===== src/rtl/mant_rnd_pkg.sv =====
package mant_rnd_pkg;

    typedef enum logic [1:0] {
        RM_NEAR = 2'd0,
        RM_ZERO = 2'd1,
        RM_POS  = 2'd2,
        RM_NEG  = 2'd3
    } rnd_mode_e;

    typedef enum logic {
        ST_EMPTY = 1'b0,
        ST_FULL  = 1'b1
    } out_state_e;

endpackage


===== src/rtl/rnd_decide.sv =====
module rnd_decide
    import mant_rnd_pkg::*;
(
    input  rnd_mode_e mode,
    input  logic      sign,
    input  logic      guard,
    input  logic      rbit,
    input  logic      sticky,
    input  logic      lsb,
    output logic      incr,
    output logic      inexact,
    output logic      to_inf
);

    always_comb begin
        inexact = guard | rbit | sticky;
        incr    = 1'b0;
        to_inf  = 1'b1;
        unique case (mode)
            RM_NEAR: begin
                incr   = guard & (rbit | sticky | lsb);
                to_inf = 1'b1;
            end
            RM_ZERO: begin
                incr   = 1'b0;
                to_inf = 1'b0;
            end
            RM_POS: begin
                incr   = inexact & ~sign;
                to_inf = ~sign;
            end
            RM_NEG: begin
                incr   = inexact & sign;
                to_inf = sign;
            end
        endcase
    end

    // nearest mode never increments without the guard bit
    always_comb begin
        if (mode == RM_NEAR && !guard) begin
            assert (!incr) else $error("p_near_guard_r5");
        end
    end

endmodule


===== src/rtl/rnd_incr.sv =====
module rnd_incr #(
    parameter int WIDTH = 24
) (
    input  logic [WIDTH-1:0] base,
    input  logic             incr,
    output logic [WIDTH:0]   sum
);

    logic [WIDTH:0] carry;

    assign carry[0] = incr;

    // Half-adder chain: one stage per significand bit
    for (genvar i = 0; i < WIDTH; i++) begin : g_chain
        assign sum[i]     = base[i] ^ carry[i];
        assign carry[i+1] = base[i] & carry[i];
    end

    assign sum[WIDTH] = carry[WIDTH];

endmodule


===== src/rtl/mant_rounder.sv =====
module mant_rounder
    import mant_rnd_pkg::*;
#(
    parameter int MANT_W = 24
) (
    input  logic              clk,
    input  logic              rst_n,
    input  logic              valid_in,
    input  logic              sign_in,
    input  logic              sticky_in,
    input  logic [1:0]        mode_in,
    input  logic [MANT_W+1:0] mant_in,
    output logic              valid_out,
    output logic [MANT_W:0]   mant_out,
    output logic              round_up_out,
    output logic              inexact_out,
    output logic              ovf_inf_out
);

    localparam int IN_W = MANT_W + 2;

    out_state_e        state_q, state_d;
    logic [MANT_W-1:0] kept;
    logic [MANT_W:0]   rounded;
    logic              do_incr, is_inexact, go_inf;

    assign kept = mant_in[IN_W-1:2];

    rnd_decide u_decide (
        .mode    (rnd_mode_e'(mode_in)),
        .sign    (sign_in),
        .guard   (mant_in[1]),
        .rbit    (mant_in[0]),
        .sticky  (sticky_in),
        .lsb     (mant_in[2]),
        .incr    (do_incr),
        .inexact (is_inexact),
        .to_inf  (go_inf)
    );

    rnd_incr #(.WIDTH(MANT_W)) u_incr (
        .base (kept),
        .incr (do_incr),
        .sum  (rounded)
    );

    // Next-state logic
    always_comb begin
        state_d = state_q;
        unique case (state_q)
            ST_EMPTY: state_d = valid_in ? ST_FULL : ST_EMPTY;  // capture / idle
            ST_FULL:  state_d = valid_in ? ST_FULL : ST_EMPTY;  // refill / drain
        endcase
    end

    // State register
    always_ff @(posedge clk) begin
        if (!rst_n) state_q <= ST_EMPTY;
        else        state_q <= state_d;
    end

    // Output register: loads on valid_in, holds otherwise
    always_ff @(posedge clk) begin
        if (!rst_n) begin
            mant_out     <= '0;
            round_up_out <= 1'b0;
            inexact_out  <= 1'b0;
            ovf_inf_out  <= 1'b0;
        end else if (valid_in) begin
            mant_out     <= rounded;
            round_up_out <= do_incr;
            inexact_out  <= is_inexact;
            ovf_inf_out  <= go_inf;
        end
    end

    assign valid_out = (state_q == ST_FULL);

    p_valid_r2: assert property (@(posedge clk) disable iff (!rst_n)
        valid_in |=> valid_out);
    p_drain_r2: assert property (@(posedge clk) disable iff (!rst_n)
        !valid_in |=> !valid_out);
    p_exact_r3: assert property (@(posedge clk) disable iff (!rst_n)
        (valid_in && mant_in[1:0] == 2'b00 && !sticky_in) |=> (!round_up_out && !inexact_out));
    p_inexact_r4: assert property (@(posedge clk) disable iff (!rst_n)
        (valid_in && (mant_in[1:0] != 2'b00 || sticky_in)) |=> inexact_out);
    p_rz_r6: assert property (@(posedge clk) disable iff (!rst_n)
        (valid_in && mode_in == 2'd1) |=> (!round_up_out && !ovf_inf_out));
    p_near_inf_r9: assert property (@(posedge clk) disable iff (!rst_n)
        (valid_in && mode_in == 2'd0) |=> ovf_inf_out);
    p_sum_r10: assert property (@(posedge clk) disable iff (!rst_n)
        valid_in |=> (mant_out == ({1'b0, $past(mant_in[IN_W-1:2])}
                                   + {{MANT_W{1'b0}}, round_up_out})));
    p_hold_r11: assert property (@(posedge clk) disable iff (!rst_n)
        !valid_in |=> ($stable(mant_out) && $stable(round_up_out) && $stable(inexact_out)));

endmodule


===== config.mk =====
export PLATFORM = sky130hd
export DESIGN_NAME = mant_rounder
export DESIGN_NICKNAME = d
export VERILOG_FILES = /design/src/rtl/mant_rnd_pkg.sv /design/src/rtl/rnd_decide.sv /design/src/rtl/rnd_incr.sv /design/src/rtl/mant_rounder.sv
export SDC_FILE = /design/constraint.sdc
export NUM_CORES = 1
export LEC_CHECK = 0
export CORE_MARGIN = 2
export CORE_UTILIZATION = 40
export DETAILED_ROUTE_END_ITERATION = 16
export DONT_BUFFER_PORTS = 1
export SETUP_SLACK_MARGIN = 0.2
export SYNTH_ARGS = -nofsm -noshare
export SYNTH_HDL_FRONTEND = slang
export SYNTH_HIERARCHICAL = 1
export SYNTH_SLANG_ARGS = --single-unit

===== constraint.sdc =====
create_clock -name clk -period 5.35 [get_ports clk]
set_input_delay 0.2675 -clock clk [delete_from_list [all_inputs] [get_ports clk]]
set_output_delay 0.2675 -clock clk [all_outputs]
set_load 0.005 [all_outputs]

==> results of run 1 <==
==> per-layer routing <==
layer  vias up  GRT usage  share of wire
met5         -          0              0
li1        426          -              -
met2        38      0.203           0.46
met3         5     0.0933           0.13
met4         0     0.0559          0.019
met1       389      0.122           0.38
==> path summary, 6_finish.rpt <==
| kind | start | end | slack [ns] |
|---|---|---|---|
| worst max-delay path | sticky_in | mant_out[23] | 0.45 |
| worst min register to register | mant_out[16] | mant_out[16] | 0.54 |
| worst min-delay path | valid_in | valid_out | 0.08 |
| worst max register to register | mant_out[14] | mant_out[14] | 4.67 |
==> final cells by class <==
class | instances | area, um2 | share of cell area
multi-input cells | 87 | 865 | 0.557
flip-flops and latches | 29 | 581 | 0.374
well taps | 46 | 57.6 | 0.0371
clock buffers | 8 | 48.8 | 0.0315
==> cell families (layout without fill, tap and decap cells) <==
group                      Yosys count  count (layout)  share of synthesized area
adders and majority gates           24              24                      0.207
muxes                               28              28                      0.193
DFF                                 29              29                      0.401
buffers and inverters                6               8                     0.0354
AOI/OAI and AO/OA                    3               3                     0.0207
and+or+nand+nor                     32              32                      0.142
==> placed cells by master (no fill, tap or decap) <==
| master | n |
|---|---|
| dfxtp_1 | 29 |
| mux2i_1 | 28 |
| nor2b_1 | 28 |
| ha_2 | 14 |
| ha_1 | 9 |
| clkbuf_4 | 5 |
| clkbuf_1 | 3 |
| and2_1 | 2 |
| a21bo_2 | 1 |
| nand3b_1 | 1 |
| or3_4 | 1 |
| o31a_1 | 1 |
| o2111a_1 | 1 |
| ha_4 | 1 |
==> sequential cells by signal (all words and copies together), names as in the netlist <==
register	count
ovf_inf_out	1
round_up_out	1
valid_out	1
inexact_out	1
mant_out	25
==> power groups by stage <==
stage | logic [mW] | registers (mW) | clock network, mW
final | 0.0340 | 0.239 | 0.120
after global routing | 0.0392 | 0.241 | 0.138
after CTS | 0.0344 | 0.240 | 0.128
after detailed placement | 0.0345 | 0.244 | 0
after global placement | 0.0324 | 0.244 | 0
after floorplan | 0.0386 | 0.242 | 0
==> synth_stat cells <==
library cell and instances:
a21bo_2 1, clkbuf_1 2, ha_1 24, buf_12 1
o31a_1 1, mux2i_1 28, and2_1 2, buf_6 1
buf_4 1, o2111a_1 1, or3_4 1, nor2b_1 28
dfxtp_1 29, buf_2 1, nand3b_1 1
==> metrics by stage <==
stage               worst slack (ns)  instances  hold slack (ns)
floorplan                      0.203        122            0.507
global placement            -0.00636        162            0.400
detailed placement           -0.0639        162            0.399
CTS                            0.278        170           0.0558
global route                   0.262        170           0.0486
finish                         0.445        170           0.0826
==> results.ini, run 1 <==
[hold_path]
hold_depth=1
hold_path_class=primary input to flip-flop

[sta]
drv_slew=0
setup_tns_ns=0
finalHoldViolations=0
min_period_ns=4.90
skew_ns=0
worstMarginPinSlew_ns=0.173
rsz0062_at_grt=no
relSlewSlack=0.882
finalSetupViolCount=0
fmax_mhz=204
period_share=0.917

[die]
num_rows=21
initial_utilization=0.424
ios=62
die_area_mm2=0.00412
dieHeight_um=64.2
core_mm2=0.00342
dieWidth_um=64.2

[yosys]
yosysSeqAreaShare=0.401
synth_area_mm2=0.00145
synth_cells=122
synth_top_cell_by_area=dfxtp_1
synthesis.nets=179
syn_avg_cell_area_um2=11.9
ys_warn_count=6
ys_seq_elements=29
yosys-top-cells-area=dfxtp_1, ha_1, mux2i_1
yosysTopAreaCellShare=0.401
synth_cell_types=15

[grt]
antenna_found_initial=0
grt.overflow.total=0
grt_pass1_wl_um=3940
grt_max_degree=30
track_usage=0.127
first_global_vias=903

[placed_design]
place_hpwl_um=1840
place_area_mm2=0.00148
portBuffers=0
place_congestion=0.646

[clocking]
cts_root_buf=clkbuf_4
cts_max_level=2
insertion_delay_ns=0.31
cts_tree=done
ctsResizeCount=0
cts_buffers=5
path_clk_slew_ns=0.08
clock-sinks=29
clock_tree.buffer_depth=2
cts_hold_buf=0
cts_setup_buffers=0

[worst_setup_path]
end_kind=flip-flop
r2r_cells=2
crit_family=adder cells
cpMostUsedCell=ha_2
worst-path-buf-inv=0
path_depth=28
worstPathArrival_ns=5.11
cpMaxStageDelayCell=o31a_1
criticalPathCategory=primary input to flip-flop
crit_fanout=2
cp.required_ns=5.56
max_stage_delay_ns=0.27
start_kind=primary input

[pwr]
power.density_mw_per_mm2=254
p_clk_frac=0.306
power.switching_uw=89.4
swShare=0.227
p_leak_nw=0.682
internal_power_uw=304
seq_power_share=0.608
peakVddDrop_v=0.000149
power_uw=394
power_frac_comb=0.086

[drt]
drt-wirelength-per-cell_um=14.2
vias=858
avgViaCountPerCell=5.05
ant_nets=0
drtPass1Iterations=2
drc_errors=0
drt-total-wl_um=2410
drt_iter0_drc=18

[finish]
nFillCells=341
fin_util=0.454
drive_above_1_share=0.177
diodes=0
design_area_mm2=0.00155
fin_nets=180
area_growth_syn_to_layout_pct=7.08

[flow_run]
cap_violations=0

[status]
outcome=finished clean

Power figures use the tool's default switching activity.
==> inputs of run 2 (changes only) <==
--- a/config.mk
+++ b/config.mk
@@ -6,9 +6,10 @@
 export NUM_CORES = 1
 export LEC_CHECK = 0
 export CORE_MARGIN = 2
-export CORE_UTILIZATION = 40
+export CORE_UTILIZATION = 50
 export DETAILED_ROUTE_END_ITERATION = 16
 export DONT_BUFFER_PORTS = 1
+export PLACE_DENSITY = 0.68
 export SETUP_SLACK_MARGIN = 0.2
 export SYNTH_ARGS = -nofsm -noshare
 export SYNTH_HDL_FRONTEND = slang
==> results.ini, run 2 (synthesized netlist as in run 1, its figures left out) <==
[status]
outcome=finished clean  ; unchanged

[pwr]
power.density_mw_per_mm2=273  ; was 254 mW/mm2
peakVddDrop_v=0.000196  ; was 0.000149 V
swShare=0.222  ; was 0.227
power_frac_comb=0.079  ; was 0.086
power.switching_uw=93.7  ; was 89.4 uW
internal_power_uw=328  ; was 304 uW
seq_power_share=0.567  ; was 0.608
p_leak_nw=0.696  ; was 0.682 nW
p_clk_frac=0.353  ; was 0.306

[drt]
vias=839  ; was 858
wl_met2_um=1120  ; about the same
drt-total-wl_um=2260  ; was 2410 um
drt_iter0_drc=14  ; was 18
drtPass1Iterations=2  ; unchanged
top_layer=met4  ; unchanged
met3_length_um=235  ; was 318 um
drt-wirelength-per-cell_um=14.6  ; was 14.2 um
drc_errors=0  ; unchanged
m1WireLength_um=865  ; was 928 um
avgViaCountPerCell=5.41  ; was 5.05
ant_nets=0  ; unchanged

[worst_setup_path]
criticalPathCategory=primary input to flip-flop  ; unchanged
worst-path-buf-inv=0  ; unchanged
cpMaxStageDelayCell=o31a_1  ; unchanged
crit_family=adder cells  ; unchanged
timing.rr.start=mant_out[23]  ; was mant_out[14]
max_stage_delay_ns=0.28  ; was 0.27 ns
end_kind=flip-flop  ; unchanged
r2r_slack_ns=4.72  ; was 4.67 ns
worstReg2RegEnd=mant_out[23]  ; was mant_out[14]
crit_end=mant_out[23]  ; unchanged
r2r_cells=2  ; unchanged
worstPathArrival_ns=5.17  ; was 5.11 ns
crit_fanout=2  ; unchanged
cp.required_ns=5.57  ; was 5.56 ns
startpoint=sticky_in  ; unchanged
path_depth=28  ; unchanged
start_kind=primary input  ; unchanged
cpMostUsedCell=ha_2  ; unchanged

[sta]
finalSetupViolCount=0  ; unchanged
setup_ws_ns=0.391  ; was 0.445 ns
drv_slew=0  ; unchanged
skew_ns=0  ; unchanged
period_share=0.927  ; was 0.917
min_period_ns=4.96  ; was 4.90 ns
relSlewSlack=0.909  ; was 0.882
worstMarginPinSlew_ns=0.133  ; was 0.173 ns
rsz0062_at_grt=no  ; unchanged
finalHoldViolations=0  ; unchanged
setup_tns_ns=0  ; unchanged
fmax_mhz=202  ; was 204 MHz
fin_hold_ws_ns=0.0665  ; was 0.0826 ns

[clocking]
cts_buffers=5  ; unchanged
cts_max_level=2  ; unchanged
clock-sinks=29  ; unchanged
ctsResizeCount=0  ; unchanged
insertion_delay_ns=0.32  ; was 0.31 ns
cts_hold_buf=0  ; unchanged
cts_setup_buffers=0  ; unchanged
cts_tree=done  ; unchanged
clock_tree.buffer_depth=2  ; unchanged
cts_root_buf=clkbuf_4  ; unchanged
path_clk_slew_ns=0.09  ; was 0.08 ns

[finish]
area_growth_syn_to_layout_pct=6.56  ; was 7.08%
final_common_cell=dfxtp_1  ; unchanged
final_cell_mix=dfxtp_1, mux2i_1, nor2b_1  ; unchanged
fin_nets=180  ; unchanged
nFillCells=250  ; was 341
fin_cells=155  ; was 170
design_area_mm2=0.00154  ; was 0.00155 mm2
diodes=0  ; unchanged
regMostFlops=mant_out  ; unchanged
drive_above_1_share=0.202  ; was 0.177
largest_reg_flops=25  ; unchanged

[grt]
grt_max_degree=30  ; unchanged
grt.overflow.total=0  ; unchanged
antenna_found_initial=0  ; unchanged
first_global_vias=850  ; was 903
track_usage=0.144  ; was 0.127
grt_pass1_wl_um=3600  ; was 3940 um

[hold_path]
hold_depth=1  ; unchanged
hold_path_class=primary input to flip-flop  ; unchanged

[placed_design]
place_congestion=0.668  ; was 0.646
portBuffers=0  ; unchanged
place_hpwl_um=1620  ; was 1840 um
pre_cts_slack_ns=-0.0325  ; was -0.0639 ns
place_inst=147  ; was 162
place_area_mm2=0.00146  ; was 0.00148 mm2

[die]
dieHeight_um=57.8  ; was 64.2 um
dieWidth_um=57.8  ; was 64.2 um
num_rows=19  ; was 21
die_area_mm2=0.00334  ; was 0.00412 mm2
initial_utilization=0.525  ; was 0.424
core_mm2=0.00276  ; was 0.00342 mm2
ios=62  ; unchanged

[flow_run]
cap_violations=0  ; unchanged

[run 2: cell count changes in the layout (fill, tap and decap cells not counted)]
cell,delta
clkbuf_1,-3
clkbuf_8,+2
clkinv_2,+1
ha_2,+1
ha_4,-1
[run 2: power by group through the flow]
stage               Combinational (mW)  Clock, mW  Sequential (mW)
floorplan                       0.0386          0            0.242
global placement                0.0321          0            0.244
detailed placement              0.0340          0            0.244
CTS                             0.0341      0.157            0.240
global route                    0.0395      0.163            0.241
finish                          0.0335      0.149            0.239
[run 2: worst min path at each step]
stage | end | slack (ns) | from
after floorplan | inexact_out | 0.51 | inexact_out
after global placement | valid_out | 0.40 | valid_in
after detailed placement | valid_out | 0.40 | valid_in
after CTS | valid_out | 0.04 | valid_in
after global routing | mant_out[12] | 0.05 | rst_n
final | valid_out | 0.07 | rst_n
[run 2: worst reg2reg max path, delay by kind of cell (launching register included)]
| kind | cells | cell delay (ns) |
|---|---|---|
| multiplexers | 1 | 0.14 |
| AND/OR/NAND/NOR | 1 | 0.06 |
| flip-flops | 1 | 0.33 |
[run 2: stage by stage]
stage	util	total power [mW]
2_1_floorplan	-	0.280
3_5_place_dp	0.529	0.278
3_3_place_gp	0.529	0.276
5_1_grt	0.560	0.444
4_1_cts	0.554	0.431
6_report	0.560	0.421
[run 2: final cells by class]
type,instances,area [um2],share of cell area
Clock buffer,7,65.1,0.0421
Clock inverter,1,5.00,0.00324
Tap cell,31,38.8,0.0251
Sequential cell,29,581,0.376
Multi-Input combinational cell,87,855,0.553
[run 2: routing by layer]
| metal | GRT usage | vias up |
|---|---|---|
| li1 | - | 425 |
| met1 | 0.143 | 373 |
| met2 | 0.239 | 37 |
| met3 | 0.0848 | 4 |
| met4 | 0.0698 | 0 |
| met5 | 0 | - |
==> inputs of run 3 (changes only) <==
--- a/config.mk
+++ b/config.mk
@@ -6,10 +6,10 @@
 export NUM_CORES = 1
 export LEC_CHECK = 0
 export CORE_MARGIN = 2
-export CORE_UTILIZATION = 50
+export CORE_UTILIZATION = 35
 export DETAILED_ROUTE_END_ITERATION = 16
 export DONT_BUFFER_PORTS = 1
-export PLACE_DENSITY = 0.68
+export HOLD_SLACK_MARGIN = 0.02
 export SETUP_SLACK_MARGIN = 0.2
 export SYNTH_ARGS = -nofsm -noshare
 export SYNTH_HDL_FRONTEND = slang
==> results.ini, run 3 (synthesized netlist as in run 1, its figures left out) <==
[worst_setup_path]
cp.required_ns=5.52  ; was 5.57 ns
criticalPathCategory=primary input to flip-flop  ; unchanged
end_kind=flip-flop  ; unchanged
cpMostUsedCell=ha_2  ; unchanged
timing.rr.start=mant_out[5]  ; was mant_out[23]
worstPathArrival_ns=5.13  ; was 5.17 ns
cpMaxStageDelayCell=o31a_1  ; unchanged
start_kind=primary input  ; unchanged
worstReg2RegEnd=mant_out[5]  ; was mant_out[23]
r2r_slack_ns=4.71  ; was 4.72 ns
crit_fanout=2  ; unchanged
r2r_cells=2  ; unchanged
max_stage_delay_ns=0.28  ; about the same

[clocking]
cts_root_buf=clkbuf_8  ; was clkbuf_4
cts_buffers=5  ; unchanged
ctsResizeCount=0  ; unchanged
cts_max_level=2  ; unchanged
clock_tree.buffer_depth=2  ; unchanged
cts_hold_buf=0  ; unchanged
cts_tree=done  ; unchanged
clock-sinks=29  ; unchanged
insertion_delay_ns=0.27  ; was 0.32 ns
path_clk_slew_ns=0.06  ; was 0.09 ns
cts_setup_buffers=0  ; unchanged

[pwr]
power_uw=445  ; was 421 uW
peakVddDrop_v=0.000118  ; was 0.000196 V
p_leak_nw=0.694  ; was 0.696 nW
power.density_mw_per_mm2=280  ; was 273 mW/mm2

[sta]
finalHoldViolations=0  ; unchanged
period_share=0.928  ; was 0.927
setup_ws_ns=0.386  ; was 0.391 ns
finalSetupViolCount=0  ; unchanged
relSlewSlack=0.908  ; was 0.909
drv_slew=0  ; unchanged
min_period_ns=4.96  ; about the same
rsz0062_at_grt=no  ; unchanged
worstMarginPinSlew_ns=0.134  ; was 0.133 ns
skew_ns=0  ; unchanged
setup_tns_ns=0  ; unchanged
fmax_mhz=201  ; was 202 MHz

[die]
ios=62  ; unchanged
dieHeight_um=68.3  ; was 57.8 um
core_mm2=0.00400  ; was 0.00276 mm2
die_area_mm2=0.00467  ; was 0.00334 mm2
num_rows=23  ; was 19
dieWidth_um=68.3  ; was 57.8 um
initial_utilization=0.362  ; was 0.525

[drt]
drc_errors=0  ; unchanged
ant_nets=0  ; unchanged
drt-total-wl_um=2400  ; was 2260 um
drt_iter0_drc=12  ; was 14
drt-wirelength-per-cell_um=13.8  ; was 14.6 um
avgViaCountPerCell=5.02  ; was 5.41
drtPass1Iterations=3  ; was 2
vias=874  ; was 839

[finish]
fin_nets=180  ; unchanged
regMostFlops=mant_out  ; unchanged
diodes=0  ; unchanged
design_area_mm2=0.00159  ; was 0.00154 mm2
area_growth_syn_to_layout_pct=9.67  ; was 6.56%
nFillCells=405  ; was 250
drive_above_1_share=0.218  ; was 0.202
largest_reg_flops=25  ; unchanged
final_cell_mix=dfxtp_1, mux2i_1, nor2b_1  ; unchanged
fin_util=0.397  ; was 0.560
final_common_cell=dfxtp_1  ; unchanged

[hold_path]
min_from=rst_n  ; unchanged
min_to=valid_out  ; unchanged
hold_path_class=primary input to flip-flop  ; unchanged
hold_depth=1  ; unchanged

[placed_design]
place_hpwl_um=1880  ; was 1620 um
place_congestion=0.586  ; was 0.668
pre_cts_slack_ns=-0.101  ; was -0.0325 ns
place_area_mm2=0.00148  ; was 0.00146 mm2
portBuffers=0  ; unchanged

[flow_run]
cap_violations=0  ; unchanged

[grt]
grt.overflow.total=0  ; unchanged
track_usage=0.112  ; was 0.144
antenna_found_initial=0  ; unchanged
first_global_vias=860  ; was 850
grt_pass1_wl_um=3710  ; was 3600 um
grt_max_degree=30  ; unchanged

[status]
outcome=finished clean  ; unchanged

==> run 3: cell types whose count changed in the layout (fill, tap and decap cells not counted) <==
cell / previous run / this run
ha_2: 15 / 17
ha_1: 9 / 7
clkbuf_4: 5 / 0
clkinvlp_4: 0 / 1
clkinv_2: 1 / 2
clkbuf_8: 2 / 5
==> run 3: worst max-delay path by stage <==
| stage | from | end | depth (start not counted) |
|---|---|---|---|
| 2_1_floorplan | sticky_in | mant_out[23] | 28 |
| 3_3_place_gp | sticky_in | mant_out[23] | 28 |
| 3_5_place_dp | sticky_in | mant_out[23] | 28 |
| 4_1_cts | sticky_in | mant_out[23] | 28 |
| 5_1_grt | sticky_in | mant_out[23] | 28 |
| 6_report | sticky_in | mant_out[23] | 28 |
==> run 3: worst max-delay path, delay by kind of cell <==
family          cells  cell delay [ns]
compound gates      2             0.54
mux                 1             0.13
fa+ha+maj          24             4.14
simple gates        1             0.05
==> run 3: layout make-up <==
| class | instances | area (um2) | area share |
|---|---|---|---|
| multi-input combinational | 87 | 860 | 0.541 |
| tap | 50 | 62.6 | 0.0394 |
| clock inverter | 3 | 17.5 | 0.0110 |
| sequential | 29 | 581 | 0.365 |
| clock buffer | 5 | 68.8 | 0.0433 |
==> run 3: per-layer routing <==
metal / vias to the layer above / GRT usage / share of wire
li1: 428 / - / -
met1: 403 / 0.115 / 0.39
met2: 39 / 0.182 / 0.49
met3: 4 / 0.0592 / 0.11
met4: 0 / 0.0600 / 0.013
met5: - / 0 / 0
==> run 3: metrics by stage <==
| step | std cells | hold WS [ns] |
|---|---|---|
| finish | 174 | 0.125 |
| global route | 174 | 0.106 |
| floorplan | 122 | 0.507 |
| global placement | 166 | 0.402 |
| CTS | 174 | 0.107 |
| detailed placement | 166 | 0.402 |
==> run 3: where the power goes <==
group          switching [mW]  internal [mW]
Combinational          0.0115         0.0226
Sequential            0.00993          0.230
Clock                  0.0818         0.0895
Total                   0.103          0.342
